`src/rtl/cwb_pkg.sv`:
```
package cwb_pkg;

    typedef enum logic {
        SLOT_FREE,
        SLOT_HELD
    } slot_state_e;

    typedef enum logic {
        DRN_IDLE,
        DRN_OFFER
    } drn_state_e;

endpackage

```
`src/rtl/cwb_slot.sv`:
```
module cwb_slot
    import cwb_pkg::*;
#(
    parameter int BADDR_W = 27,
    parameter int NBYTES  = 32,
    parameter int EP_W    = 4
) (
    input  logic                  clk,
    input  logic                  rst_n,
    input  logic                  alloc_i,
    input  logic                  merge_i,
    input  logic                  release_i,
    input  logic [BADDR_W-1:0]    st_blk_i,
    input  logic [NBYTES-1:0]     st_be_i,
    input  logic [NBYTES*8-1:0]   st_data_i,
    input  logic [EP_W-1:0]       cur_ep_i,
    output logic                  held_o,
    output logic                  hit_o,
    output logic [BADDR_W-1:0]    blk_o,
    output logic [EP_W-1:0]       ep_o,
    output logic [NBYTES-1:0]     mask_o,
    output logic [NBYTES*8-1:0]   data_o
);

    slot_state_e state_q, state_d;

    always_ff @(posedge clk or negedge rst_n) begin
        if (!rst_n) state_q <= SLOT_FREE;
        else        state_q <= state_d;
    end

    always_comb begin
        state_d = state_q;
        unique case (state_q)
            SLOT_FREE: if (alloc_i)   state_d = SLOT_HELD;
            SLOT_HELD: if (release_i) state_d = SLOT_FREE;
        endcase
    end

    always_comb begin
        held_o = (state_q == SLOT_HELD);
        hit_o  = held_o && (blk_o == st_blk_i) && (ep_o == cur_ep_i);
    end

    always_ff @(posedge clk or negedge rst_n) begin
        if (!rst_n) begin
            blk_o  <= '0;
            ep_o   <= '0;
            mask_o <= '0;
        end else if (alloc_i) begin
            blk_o  <= st_blk_i;
            ep_o   <= cur_ep_i;
            mask_o <= st_be_i;
        end else if (merge_i) begin
            mask_o <= mask_o | st_be_i;
        end
    end

    for (genvar b = 0; b < NBYTES; b++) begin : g_byte
        always_ff @(posedge clk or negedge rst_n) begin
            if (!rst_n)
                data_o[8*b +: 8] <= 8'h00;
            else if (alloc_i)
                data_o[8*b +: 8] <= st_be_i[b] ? st_data_i[8*b +: 8] : 8'h00;
            else if (merge_i && st_be_i[b])
                data_o[8*b +: 8] <= st_data_i[8*b +: 8];
        end
    end

endmodule

```
`src/rtl/cwb_epoch.sv`:
```
module cwb_epoch #(
    parameter int N    = 4,
    parameter int EP_W = 4
) (
    input  logic                     clk,
    input  logic                     rst_n,
    input  logic                     fence_i,
    input  logic                     alloc_any_i,
    input  logic [N-1:0]             held_i,
    input  logic [N-1:0][EP_W-1:0]   ep_i,
    output logic [EP_W-1:0]          cur_o,
    output logic [EP_W-1:0]          head_o
);

    logic cur_used, head_used;

    always_comb begin
        cur_used  = alloc_any_i;
        head_used = 1'b0;
        for (int i = 0; i < N; i++) begin
            if (held_i[i] && ep_i[i] == cur_o)  cur_used  = 1'b1;
            if (held_i[i] && ep_i[i] == head_o) head_used = 1'b1;
        end
    end

    always_ff @(posedge clk or negedge rst_n) begin
        if (!rst_n) begin
            cur_o  <= '0;
            head_o <= '0;
        end else begin
            if (fence_i && cur_used)
                cur_o <= cur_o + 1'b1;
            if (!head_used && head_o != cur_o)
                head_o <= head_o + 1'b1;
        end
    end

endmodule

```
`src/rtl/cwb_drain.sv`:
```
module cwb_drain
    import cwb_pkg::*;
#(
    parameter int N     = 4,
    parameter int IDX_W = 2,
    parameter int EP_W  = 4
) (
    input  logic                     clk,
    input  logic                     rst_n,
    input  logic [N-1:0]             held_i,
    input  logic [N-1:0][EP_W-1:0]   ep_i,
    input  logic [EP_W-1:0]          head_i,
    input  logic                     dr_ready_i,
    output logic                     dr_valid_o,
    output logic [IDX_W-1:0]         sel_o,
    output logic [N-1:0]             release_o
);

    drn_state_e       state_q, state_d;
    logic [IDX_W-1:0] rr_q, rr_d;
    logic [IDX_W-1:0] sel_d;
    logic [IDX_W-1:0] pick_idx;
    logic             pick_ok;
    logic [N-1:0]     elig;

    always_comb begin
        for (int i = 0; i < N; i++)
            elig[i] = held_i[i] && (ep_i[i] == head_i);
        pick_ok  = 1'b0;
        pick_idx = '0;
        for (int k = 0; k < N; k++) begin
            int j;
            j = int'(rr_q) + k;
            if (j >= N) j = j - N;
            if (!pick_ok && elig[j]) begin
                pick_ok  = 1'b1;
                pick_idx = IDX_W'(j);
            end
        end
    end

    always_comb begin
        state_d = state_q;
        sel_d   = sel_o;
        rr_d    = rr_q;
        unique case (state_q)
            DRN_IDLE: begin
                if (pick_ok) begin
                    state_d = DRN_OFFER;
                    sel_d   = pick_idx;
                end
            end
            DRN_OFFER: begin
                if (dr_ready_i) begin
                    state_d = DRN_IDLE;
                    rr_d    = (int'(sel_o) == N - 1) ? '0 : sel_o + 1'b1;
                end
            end
        endcase
    end

    always_ff @(posedge clk or negedge rst_n) begin
        if (!rst_n) begin
            state_q <= DRN_IDLE;
            sel_o   <= '0;
            rr_q    <= '0;
        end else begin
            state_q <= state_d;
            sel_o   <= sel_d;
            rr_q    <= rr_d;
        end
    end

    always_comb begin
        dr_valid_o = (state_q == DRN_OFFER);
        release_o  = '0;
        if (dr_valid_o && dr_ready_i)
            release_o[sel_o] = 1'b1;
    end

endmodule

```
`src/rtl/coalesce_wbuf.sv`:
```
module coalesce_wbuf
    import cwb_pkg::*;
#(
    parameter int NUM_ENT = 4,
    parameter int NBYTES  = 32,
    parameter int BADDR_W = 27
) (
    input  logic                  clk,
    input  logic                  rst_n,
    input  logic                  st_valid,
    output logic                  st_ready,
    input  logic [BADDR_W-1:0]    st_blk,
    input  logic [NBYTES-1:0]     st_be,
    input  logic [NBYTES*8-1:0]   st_data,
    input  logic                  fence,
    output logic                  dr_valid,
    input  logic                  dr_ready,
    output logic [BADDR_W-1:0]    dr_blk,
    output logic [NBYTES*8-1:0]   dr_data,
    output logic [NBYTES-1:0]     dr_mask,
    output logic                  empty
);

    localparam int IDX_W  = $clog2(NUM_ENT);
    localparam int EP_W   = $clog2(NUM_ENT + 1) + 1;
    localparam int DATA_W = NBYTES * 8;

    logic [NUM_ENT-1:0]             held_q, hit_vec, alloc_vec, merge_vec, rel_vec;
    logic [NUM_ENT-1:0][EP_W-1:0]   ep_q;
    logic [BADDR_W-1:0]             blk_q  [NUM_ENT];
    logic [NBYTES-1:0]              mask_q [NUM_ENT];
    logic [DATA_W-1:0]              data_q [NUM_ENT];
    logic [EP_W-1:0]                cur_ep, head_ep;
    logic [IDX_W-1:0]               sel_idx, hit_idx, free_idx;
    logic                           hit_any, free_any, accept, locked;

    for (genvar g = 0; g < NUM_ENT; g++) begin : g_slot
        cwb_slot #(
            .BADDR_W (BADDR_W),
            .NBYTES  (NBYTES),
            .EP_W    (EP_W)
        ) u_slot (
            .clk       (clk),
            .rst_n     (rst_n),
            .alloc_i   (alloc_vec[g]),
            .merge_i   (merge_vec[g]),
            .release_i (rel_vec[g]),
            .st_blk_i  (st_blk),
            .st_be_i   (st_be),
            .st_data_i (st_data),
            .cur_ep_i  (cur_ep),
            .held_o    (held_q[g]),
            .hit_o     (hit_vec[g]),
            .blk_o     (blk_q[g]),
            .ep_o      (ep_q[g]),
            .mask_o    (mask_q[g]),
            .data_o    (data_q[g])
        );
    end

    cwb_epoch #(
        .N    (NUM_ENT),
        .EP_W (EP_W)
    ) u_epoch (
        .clk         (clk),
        .rst_n       (rst_n),
        .fence_i     (fence),
        .alloc_any_i (|alloc_vec),
        .held_i      (held_q),
        .ep_i        (ep_q),
        .cur_o       (cur_ep),
        .head_o      (head_ep)
    );

    cwb_drain #(
        .N     (NUM_ENT),
        .IDX_W (IDX_W),
        .EP_W  (EP_W)
    ) u_drain (
        .clk        (clk),
        .rst_n      (rst_n),
        .held_i     (held_q),
        .ep_i       (ep_q),
        .head_i     (head_ep),
        .dr_ready_i (dr_ready),
        .dr_valid_o (dr_valid),
        .sel_o      (sel_idx),
        .release_o  (rel_vec)
    );

    always_comb begin
        hit_any  = 1'b0;
        hit_idx  = '0;
        free_any = 1'b0;
        free_idx = '0;
        for (int i = 0; i < NUM_ENT; i++) begin
            if (!hit_any && hit_vec[i]) begin
                hit_any = 1'b1;
                hit_idx = IDX_W'(i);
            end
            if (!free_any && !held_q[i]) begin
                free_any = 1'b1;
                free_idx = IDX_W'(i);
            end
        end
    end

    always_comb begin
        locked   = dr_valid && (sel_idx == hit_idx);
        st_ready = hit_any ? !locked : free_any;
        accept   = st_valid && st_ready;
        for (int i = 0; i < NUM_ENT; i++) begin
            merge_vec[i] = accept &&  hit_any && (hit_idx  == IDX_W'(i));
            alloc_vec[i] = accept && !hit_any && (free_idx == IDX_W'(i));
        end
    end

    always_comb begin
        dr_blk  = blk_q[sel_idx];
        dr_data = data_q[sel_idx];
        dr_mask = mask_q[sel_idx];
        empty   = ~|held_q;
    end

endmodule

```
`config.mk`:
```
export PLATFORM = sky130hd
export DESIGN_NAME = coalesce_wbuf
export DESIGN_NICKNAME = d
export VERILOG_FILES = /design/src/rtl/cwb_pkg.sv /design/src/rtl/cwb_slot.sv /design/src/rtl/cwb_epoch.sv /design/src/rtl/cwb_drain.sv /design/src/rtl/coalesce_wbuf.sv
export SDC_FILE = /design/constraint.sdc
export NUM_CORES = 2
export LEC_CHECK = 0
export BUFFER_PORTS_ARGS = -buffer_cell sky130_fd_sc_hd__buf_2
export CAP_MARGIN = 25
export CORE_UTILIZATION = 59
export CTS_CLUSTER_DIAMETER = 30
export DETAILED_ROUTE_END_ITERATION = 8
export HOLD_SLACK_MARGIN = 0.1
export PLACE_DENSITY = 0.8
export SETUP_SLACK_MARGIN = 0.05
export SYNTH_ARGS = -nofsm -noshare
export SYNTH_HDL_FRONTEND = slang
export SYNTH_SLANG_ARGS = --single-unit
```
`constraint.sdc`:
```
create_clock -name clk -period 3.9 [get_ports clk]
set_input_delay 0.585 -clock clk [delete_from_list [all_inputs] [get_ports clk]]
set_output_delay 0.585 -clock clk [all_outputs]
set_load 0.02 [all_outputs]
```
### After elaboration in Yosys (flattened, before gate mapping)

Index checks and enable logic that the tools add are counted.

| word-level totals | value |
|---|---|
| logic and storage cells | 894 |
| RAM bits | 0 |
| output and inout bits | 318 |
| bits in latches | 0 |
| memories | 0 |
| bits in read-only memories | 0 |
| register bits | 1,293 |

| cells by class | value |
|---|---|
| $mul | 0 |
| reduce and logical (&&, ||, !) cells | 322 |
| shifts and indexed selects | 0 |
| divide/modulo/power cells | 0 |
| multiplexer cells | 371 |
| equal/unequal tests | 21 |
| $lt $le $gt $ge | 11 |
| bitwise operators | 10 |
| add/sub/neg operators | 10 |

Operators by type and width:

| operator | count |
|---|---|
| $mux W8 | 288 |
| $bmux W256 S2 | 1 |
| $mux W256 | 2 |
| $mux W32 | 14 |
| $reduce_bool A2 Y1 | 132 |
| $logic_and A1 B1 Y1 | 169 |
| $lt A32 B4 Y1 const B | 4 |
| $or A32 B32 Y32 | 4 |
| $eq A27 B27 Y1 | 4 |
| $ge A32 B4 Y1 const B | 3 |
| $sub A32 B4 Y32 const B | 3 |
| $bmux W32 S2 | 1 |
| $bmux W27 S2 | 1 |
| $mux W27 | 2 |
| $mux W1 | 42 |
| $eq A4 B4 Y1 | 8 |
| $mux W2 | 9 |
| $logic_not A1 Y1 | 15 |
| $pmux W1 S2 | 5 |
| $add A4 B1 Y4 const B | 2 |
| $bmux W1 S2 | 4 |
| $eq A2 B2 Y1 const B | 4 |
| $reduce_or A4 Y1 | 2 |
| $add A2 B2 Y3 const B | 2 |
| other kinds (16) | 24 |

### Longest topological paths before layout

| depth | value |
|---|---|
| word-level depth | 26 |
| mapped depth | 13 |

### Cells and area by module

From an unflattened synthesis, not the netlist that was laid out.

| second synthesis, totals | value |
|---|---|
| cell total of the unflattened synthesis | 3,773 |
| area total of the unflattened synthesis | 57,829.2 um^2 |

Modules (own cells, without submodules):

| module | area an instance (um^2) | cells each | times used |
|---|---|---|---|
| cwb_slot | 12,140.4 | 798 | 4 |
| coalesce_wbuf | 7,713.6 | 416 | 1 |
| cwb_epoch | 965.9 | 101 | 1 |
| cwb_drain | 588.1 | 64 | 1 |

### Worst setup path before layout

No wires, ideal clock.

| timing | value |
|---|---|
| path kind | input to register |
| start | in st_blk[13] |
| end | reg g_slot[1].u_slot.data_o[248] |
| library setup time | 0.122 ns |
| buffers on the path | 3 |
| cell stages on the path | 12 |
| path slack | 0.440 ns |
| data arrival time | 3.338 ns |
| path through | buf_2 -> xnor2_1 -> nand4_1 -> or4b_1 -> or4_1 -> buf_2 -> o2111ai_2 -> a21oi_2 -> a2111oi_4 -> buf_4 -> a21oi_1 -> a32o_1 |

| between the ends | value |
|---|---|
| word-level cells in the longest chain between the ends | 22 |
| elaborated cells on any way between the ends | 39 |
| classes of those cells | eq/ne (6); mux (9); reduce/logical (24) |

RTL lines:

| element | RTL line | RTL |
|---|---|---|
| start: declaration | coalesce_wbuf.sv:12 | `input logic [BADDR_W-1:0] st_blk,` |
| $eq A27 B27 Y1 | cwb_slot.sv:42 | `hit_o = held_o && (blk_o == st_blk_i) && (ep_o == cur_ep_i);` |
| $logic_and A1 B1 Y1 (2 in a row) | cwb_slot.sv:42 |  |
| $mux W1 | coalesce_wbuf.sv:97 | `if (!hit_any && hit_vec[i]) begin` |
| $logic_not A1 Y1 | coalesce_wbuf.sv:97 |  |
| $logic_and A1 B1 Y1 | coalesce_wbuf.sv:97 |  |
| $mux W1 | coalesce_wbuf.sv:97 |  |
| $logic_not A1 Y1 | coalesce_wbuf.sv:97 |  |
| $logic_and A1 B1 Y1 | coalesce_wbuf.sv:97 |  |
| (+4 left out) | n/a |  |
| $eq A2 B2 Y1 | coalesce_wbuf.sv:109 | `locked = dr_valid && (sel_idx == hit_idx);` |
| $logic_and A1 B1 Y1 | coalesce_wbuf.sv:109 |  |
| $logic_not A1 Y1 | coalesce_wbuf.sv:110 | `st_ready = hit_any ? !locked : free_any;` |
| $mux W1 | coalesce_wbuf.sv:110 |  |
| $logic_and A1 B1 Y1 | coalesce_wbuf.sv:111 | `accept = st_valid && st_ready;` |
| $logic_and A1 B1 Y1 (2 in a row) | coalesce_wbuf.sv:113 | `merge_vec[i] = accept && hit_any && (hit_idx == IDX_W'(i));` |
| $logic_and A1 B1 Y1 | cwb_slot.sv:65 | `else if (merge_i && st_be_i[b])` |
| $reduce_bool A2 Y1 (no source line) | n/a |  |
| end signal: indexed assignment | cwb_slot.sv:64 | `data_o[8*b +: 8] <= st_be_i[b] ? st_data_i[8*b +: 8] : 8'h00;` |
| end signal: indexed assignment | cwb_slot.sv:66 | `data_o[8*b +: 8] <= st_data_i[8*b +: 8];` |
| end: declaration | cwb_slot.sv:22 | `output logic [NBYTES*8-1:0] data_o` |

Several ways; a longest one is shown, not always the timed one.
A chain may end at the register's enable or synchronous reset.

### Worst setup path in the final report

| timing | value |
|---|---|
| start | reg g_slot[0].u_slot.blk_o[18] |
| end | out st_ready |

| between the ends | value |
|---|---|
| word-level cells in the longest chain between the ends | 17 |
| elaborated cells on any way between the ends | 20 |
| classes of those cells | eq/ne (2); mux (8); reduce/logical (10) |

RTL lines:

| element | RTL line | RTL |
|---|---|---|
| start: declaration | cwb_slot.sv:19 | `output logic [BADDR_W-1:0] blk_o,` |
| start signal: assignment | cwb_slot.sv:51 | `blk_o <= st_blk_i;` |
| $eq A27 B27 Y1 * | cwb_slot.sv:42 |  |
| $logic_and A1 B1 Y1 * (2 in a row) | cwb_slot.sv:42 |  |
| $mux W1 * | coalesce_wbuf.sv:97 |  |
| $logic_not A1 Y1 | coalesce_wbuf.sv:97 |  |
| $logic_and A1 B1 Y1 | coalesce_wbuf.sv:97 |  |
| $mux W1 | coalesce_wbuf.sv:97 |  |
| $logic_not A1 Y1 | coalesce_wbuf.sv:97 |  |
| $logic_and A1 B1 Y1 | coalesce_wbuf.sv:97 |  |
| $mux W1 | coalesce_wbuf.sv:97 |  |
| $logic_not A1 Y1 | coalesce_wbuf.sv:97 |  |
| $logic_and A1 B1 Y1 | coalesce_wbuf.sv:97 |  |
| $mux W2 | coalesce_wbuf.sv:97 |  |
| $eq A2 B2 Y1 | coalesce_wbuf.sv:109 |  |
| $logic_and A1 B1 Y1 | coalesce_wbuf.sv:109 |  |
| $logic_not A1 Y1 | coalesce_wbuf.sv:110 |  |
| $mux W1 * | coalesce_wbuf.sv:110 |  |
| end: declaration | coalesce_wbuf.sv:11 | `output logic st_ready,` |

Every way passes the cells marked *; elsewhere a longest branch is shown, timed or not.

==> flow_summary.ini <==
[layout]
area_growth_pct = 30.7
drive_gt1_frac = 0.325
nFillCells = 4967
final_util = 0.780
fin_area_um2 = 74300
final_nets = 5418

[clocking]
cts_tree = built
clk_latency_ps = 830
clkTransAtPathRegs_ps = 50
cts_max_level = 4
cts.sinks = 1293
cts_max_path_buffers = 3
cts_root_buf = clkbuf_16
cts_buffers = 227

[grt]
track_usage = 0.444
antenna_found_initial = 47
grt_max_degree = 125
overflow = 0
grt_pass1_vias = 50700
grt_pass1_wl_um = 325000

[die]
die_h_um = 312
rows = 113
core-area_um2 = 95300
die-area_um2 = 97600
start_util = 0.597
die_x_um = 312
ioPinCount = 638

[worst_hold_path]
min-delay-path-class = input port to flip-flop
holdPathEnd = g_slot[1].u_slot.held_o
min_from = dr_ready
worstHoldPathCells = 4

[worst_setup_path]
critPathArrivalTime_ps = 3590
r2r_slack_ps = -60
crit_path_max_fanout = 2
reg2reg_from = g_slot[0].u_slot.blk_o[13]
reg2regPathDepth = 10
worst_setup_path_start_kind = flip-flop
worstSetupEndpointType = primary output
regToRegEndpoint = g_slot[0].u_slot.data_o[63]
path_class = flip-flop to primary output
required_ps = 3310

[drt]
wl_per_cell_um = 33.3
ant_nets = 0
drc = 0
routed_via_density = 7.44
route.vias.total = 49100
firstDrtPassIters = 6
drtIter0Drc = 7649
wl_um = 220000

[synthesis]
netlist_area_um2 = 56900
synthesis.nets = 4367
synth-edff-count = 0
synth_flop_cell = dfrtp_1
synthTopCellsByArea = dfrtp_1 (57%), mux4_2 (12%), a32o_1 (9.0%), a22o_1 (8.9%), nand2_1 (2.6%)
yosysTopAreaCellShare = 0.569
ys_ff_latch = 1293
synthDistinctLibCells = 57
ys_seq_area_frac = 0.569
synthArstFlopShare = 1.00
yosysWarnings = 0
synth_cells = 4041
synth_area_leader_cell = dfrtp_1
syn_area_per_cell_um2 = 14.1

[power]
power_density_nw_per_um2 = 960
power_switching_mw = 27.0
combPwrFrac = 0.375
peakVddDrop_mv = 0.703
seqPwrFrac = 0.328
p_int_mw = 44.4
leakagePower_nw = 34.0
p_clk_frac = 0.297
netSwitchingFraction = 0.378
power.total_mw = 71.3

[placement]
place_congestion = 0.938
io_buffers = 637
place_area_um2 = 63100
dp_hpwl_um = 117000

[job]
drv_cap = 0

[sta]
rsz0062_at_grt = true
finalSetupViolCount = 2
fin_crit_sh = 1.07
finalMaxSlewViolations = 0
setup_slack_ps = -273
hold_viol_final = 0
fin_crit_ps = 4170
slew_headroom = 0.199
tightest_slew_ps = 1200
clock.fmax_mhz = 240
finalSetupTns_ps = -332
clock_skew_ps = 38.4

[outcome]
outcome = finished with violations
failed_checks = setup timing
==> flip-flops by register name, indices dropped and copies added (netlist names) <==
signal and count:
u_drain.sel_o 2, g_slot.u_slot.mask_o 128, u_epoch.cur_o 4, g_slot.u_slot.data_o 1024, g_slot.u_slot.blk_o 108, g_slot.u_slot.ep_o 16, u_drain.rr_q 2, u_drain.dr_valid_o 1
g_slot.u_slot.held_o 4, u_epoch.head_o 4
==> critical path: stages, from the launching register on <==
cell and delay, ps:
dfrtp_1 410, xnor2_2 210, buf_4 170, nand4_1 110, or4b_4 570, or4_4 520, and2_4 180, o2111a_1 120
o21ai_2 130, o31a_1 190, buf_6 150
==> cells in the final DEF, fill, tap and decap left out, types with 8 or more instances in the layout <==
| cell type | netlist | layout |
|---|---|---|
| a21o_1 | 65 | 65 |
| a21oi_1 | 107 | 92 |
| a21oi_2 | 23 | 32 |
| a22o_1 | 576 | 576 |
| a32o_1 | 512 | 511 |
| and2_0 | 24 | 24 |
| and2_1 | 41 | 40 |
| buf_12 | 0 | 75 |
| buf_2 | 72 | 635 |
| buf_4 | 3 | 212 |
| bufinv_16 | 0 | 35 |
| clkbuf_1 | 212 | 20 |
| clkbuf_16 | 0 | 227 |
| clkbuf_8 | 0 | 22 |
| clkinv_2 | 0 | 32 |
| clkinv_4 | 0 | 23 |
| clkinvlp_4 | 0 | 37 |
| dfrtp_1 | 1293 | 1289 |
| diode_2 | 0 | 44 |
| dlygate4sd3_1 | 0 | 271 |
| inv_1 | 8 | 8 |
| inv_6 | 0 | 18 |
| mux4_2 | 315 | 315 |
| nand2_1 | 391 | 391 |
| nand3_1 | 13 | 13 |
| nand4_1 | 35 | 35 |
| nor2_1 | 23 | 19 |
| nor4_1 | 12 | 11 |
| xnor2_1 | 96 | 93 |
| xor2_1 | 54 | 54 |
==> worst max-delay path by stage <==
stage	from	endpoint	depth (start not counted)
final	g_slot[0].u_slot.blk_o[18]	st_ready	10
after detailed placement	st_blk[18]	g_slot[1].u_slot.data_o[197]	13
after floorplan	st_blk[13]	g_slot[1].u_slot.data_o[248]	12
after global routing	g_slot[0].u_slot.blk_o[18]	st_ready	10
after CTS	g_slot[0].u_slot.blk_o[18]	st_ready	11
after global placement	st_blk[13]	g_slot[1].u_slot.data_o[226]	12
==> cell type report <==
class | instances | area (um^2) | area share
Clock inverter | 158 | 2150 | 0.0289
Clock buffer | 269 | 6060 | 0.0815
Timing Repair Buffer | 1194 | 8990 | 0.121
Inverter | 8 | 30.0 | 0.000404
Sequential cell | 1293 | 32400 | 0.435
Antenna cell | 44 | 110 | 0.00148
Multi-Input combinational cell | 2368 | 23000 | 0.310
Tap cell | 1265 | 1580 | 0.0213
==> cells by family after synthesis <==
logic type / count (synthesis) / share of synthesized area
compound gates: 1310 / 0.204
buf+inv: 380 / 0.0298
flops: 1293 / 0.569
fa+ha+maj: 6 / 0.00132
mux: 318 / 0.125
simple gates: 584 / 0.0469
xor+xnor: 150 / 0.0231
==> power by group through the flow <==
stage               sequential (mW)  clock (mW)  combinational, mW
finish                         23.4        21.2               26.7
global route                   23.8        21.8               27.5
CTS                            22.7        21.0               25.3
detailed placement             22.6           0               24.5
global placement               22.3           0               23.9
floorplan                      21.2           0               16.8
==> cell usage after synthesis (all sizes together) (4+ instances only) <==
cell	number
a21o	65
a21oi	130
a22o	576
a32o	512
and2	65
and3	4
and4	4
buf	160
clkbuf	212
dfrtp	1293
ha	6
inv	8
mux4	315
nand2	391
nand3	13
nand4	35
nor2	23
nor3	11
nor4	14
o21ai	9
o31ai	5
or4	4
xnor2	96
xor2	54
==> routing by layer <==
layer	wire length [um]	vias to the layer above	track usage
met1	70900	24700	0.535
met2	101000	4638	0.678
met5	146	-	0.00145
met3	28900	1365	0.152
li1	-	18400	-
met4	18400	18	0.305
==> per-stage QoR <==
stage / hold slack, ps / setup WS (ps) / cells
6_report: 154 / -273 / 6599
5_1_grt: 169 / -342 / 6581
4_1_cts: 113 / -296 / 6552
3_5_place_dp: 461 / -201 / 5849
3_3_place_gp: 454 / -83.2 / 5849
2_1_floorplan: 289 / 440 / 4041
==> what timing repair did <==
action / 4_1_cts / 5_1_grt
setup buffers: 5 / 3
hold endpoints to repair: 1147 / 0
hold buffers: 271 / 0
resized for setup: 13 / 22
cloned: 0 / 0
pin swaps: 5 / 3
endpoints found under the setup margin: 101 / 238
Power figures use the tool's default switching activity.
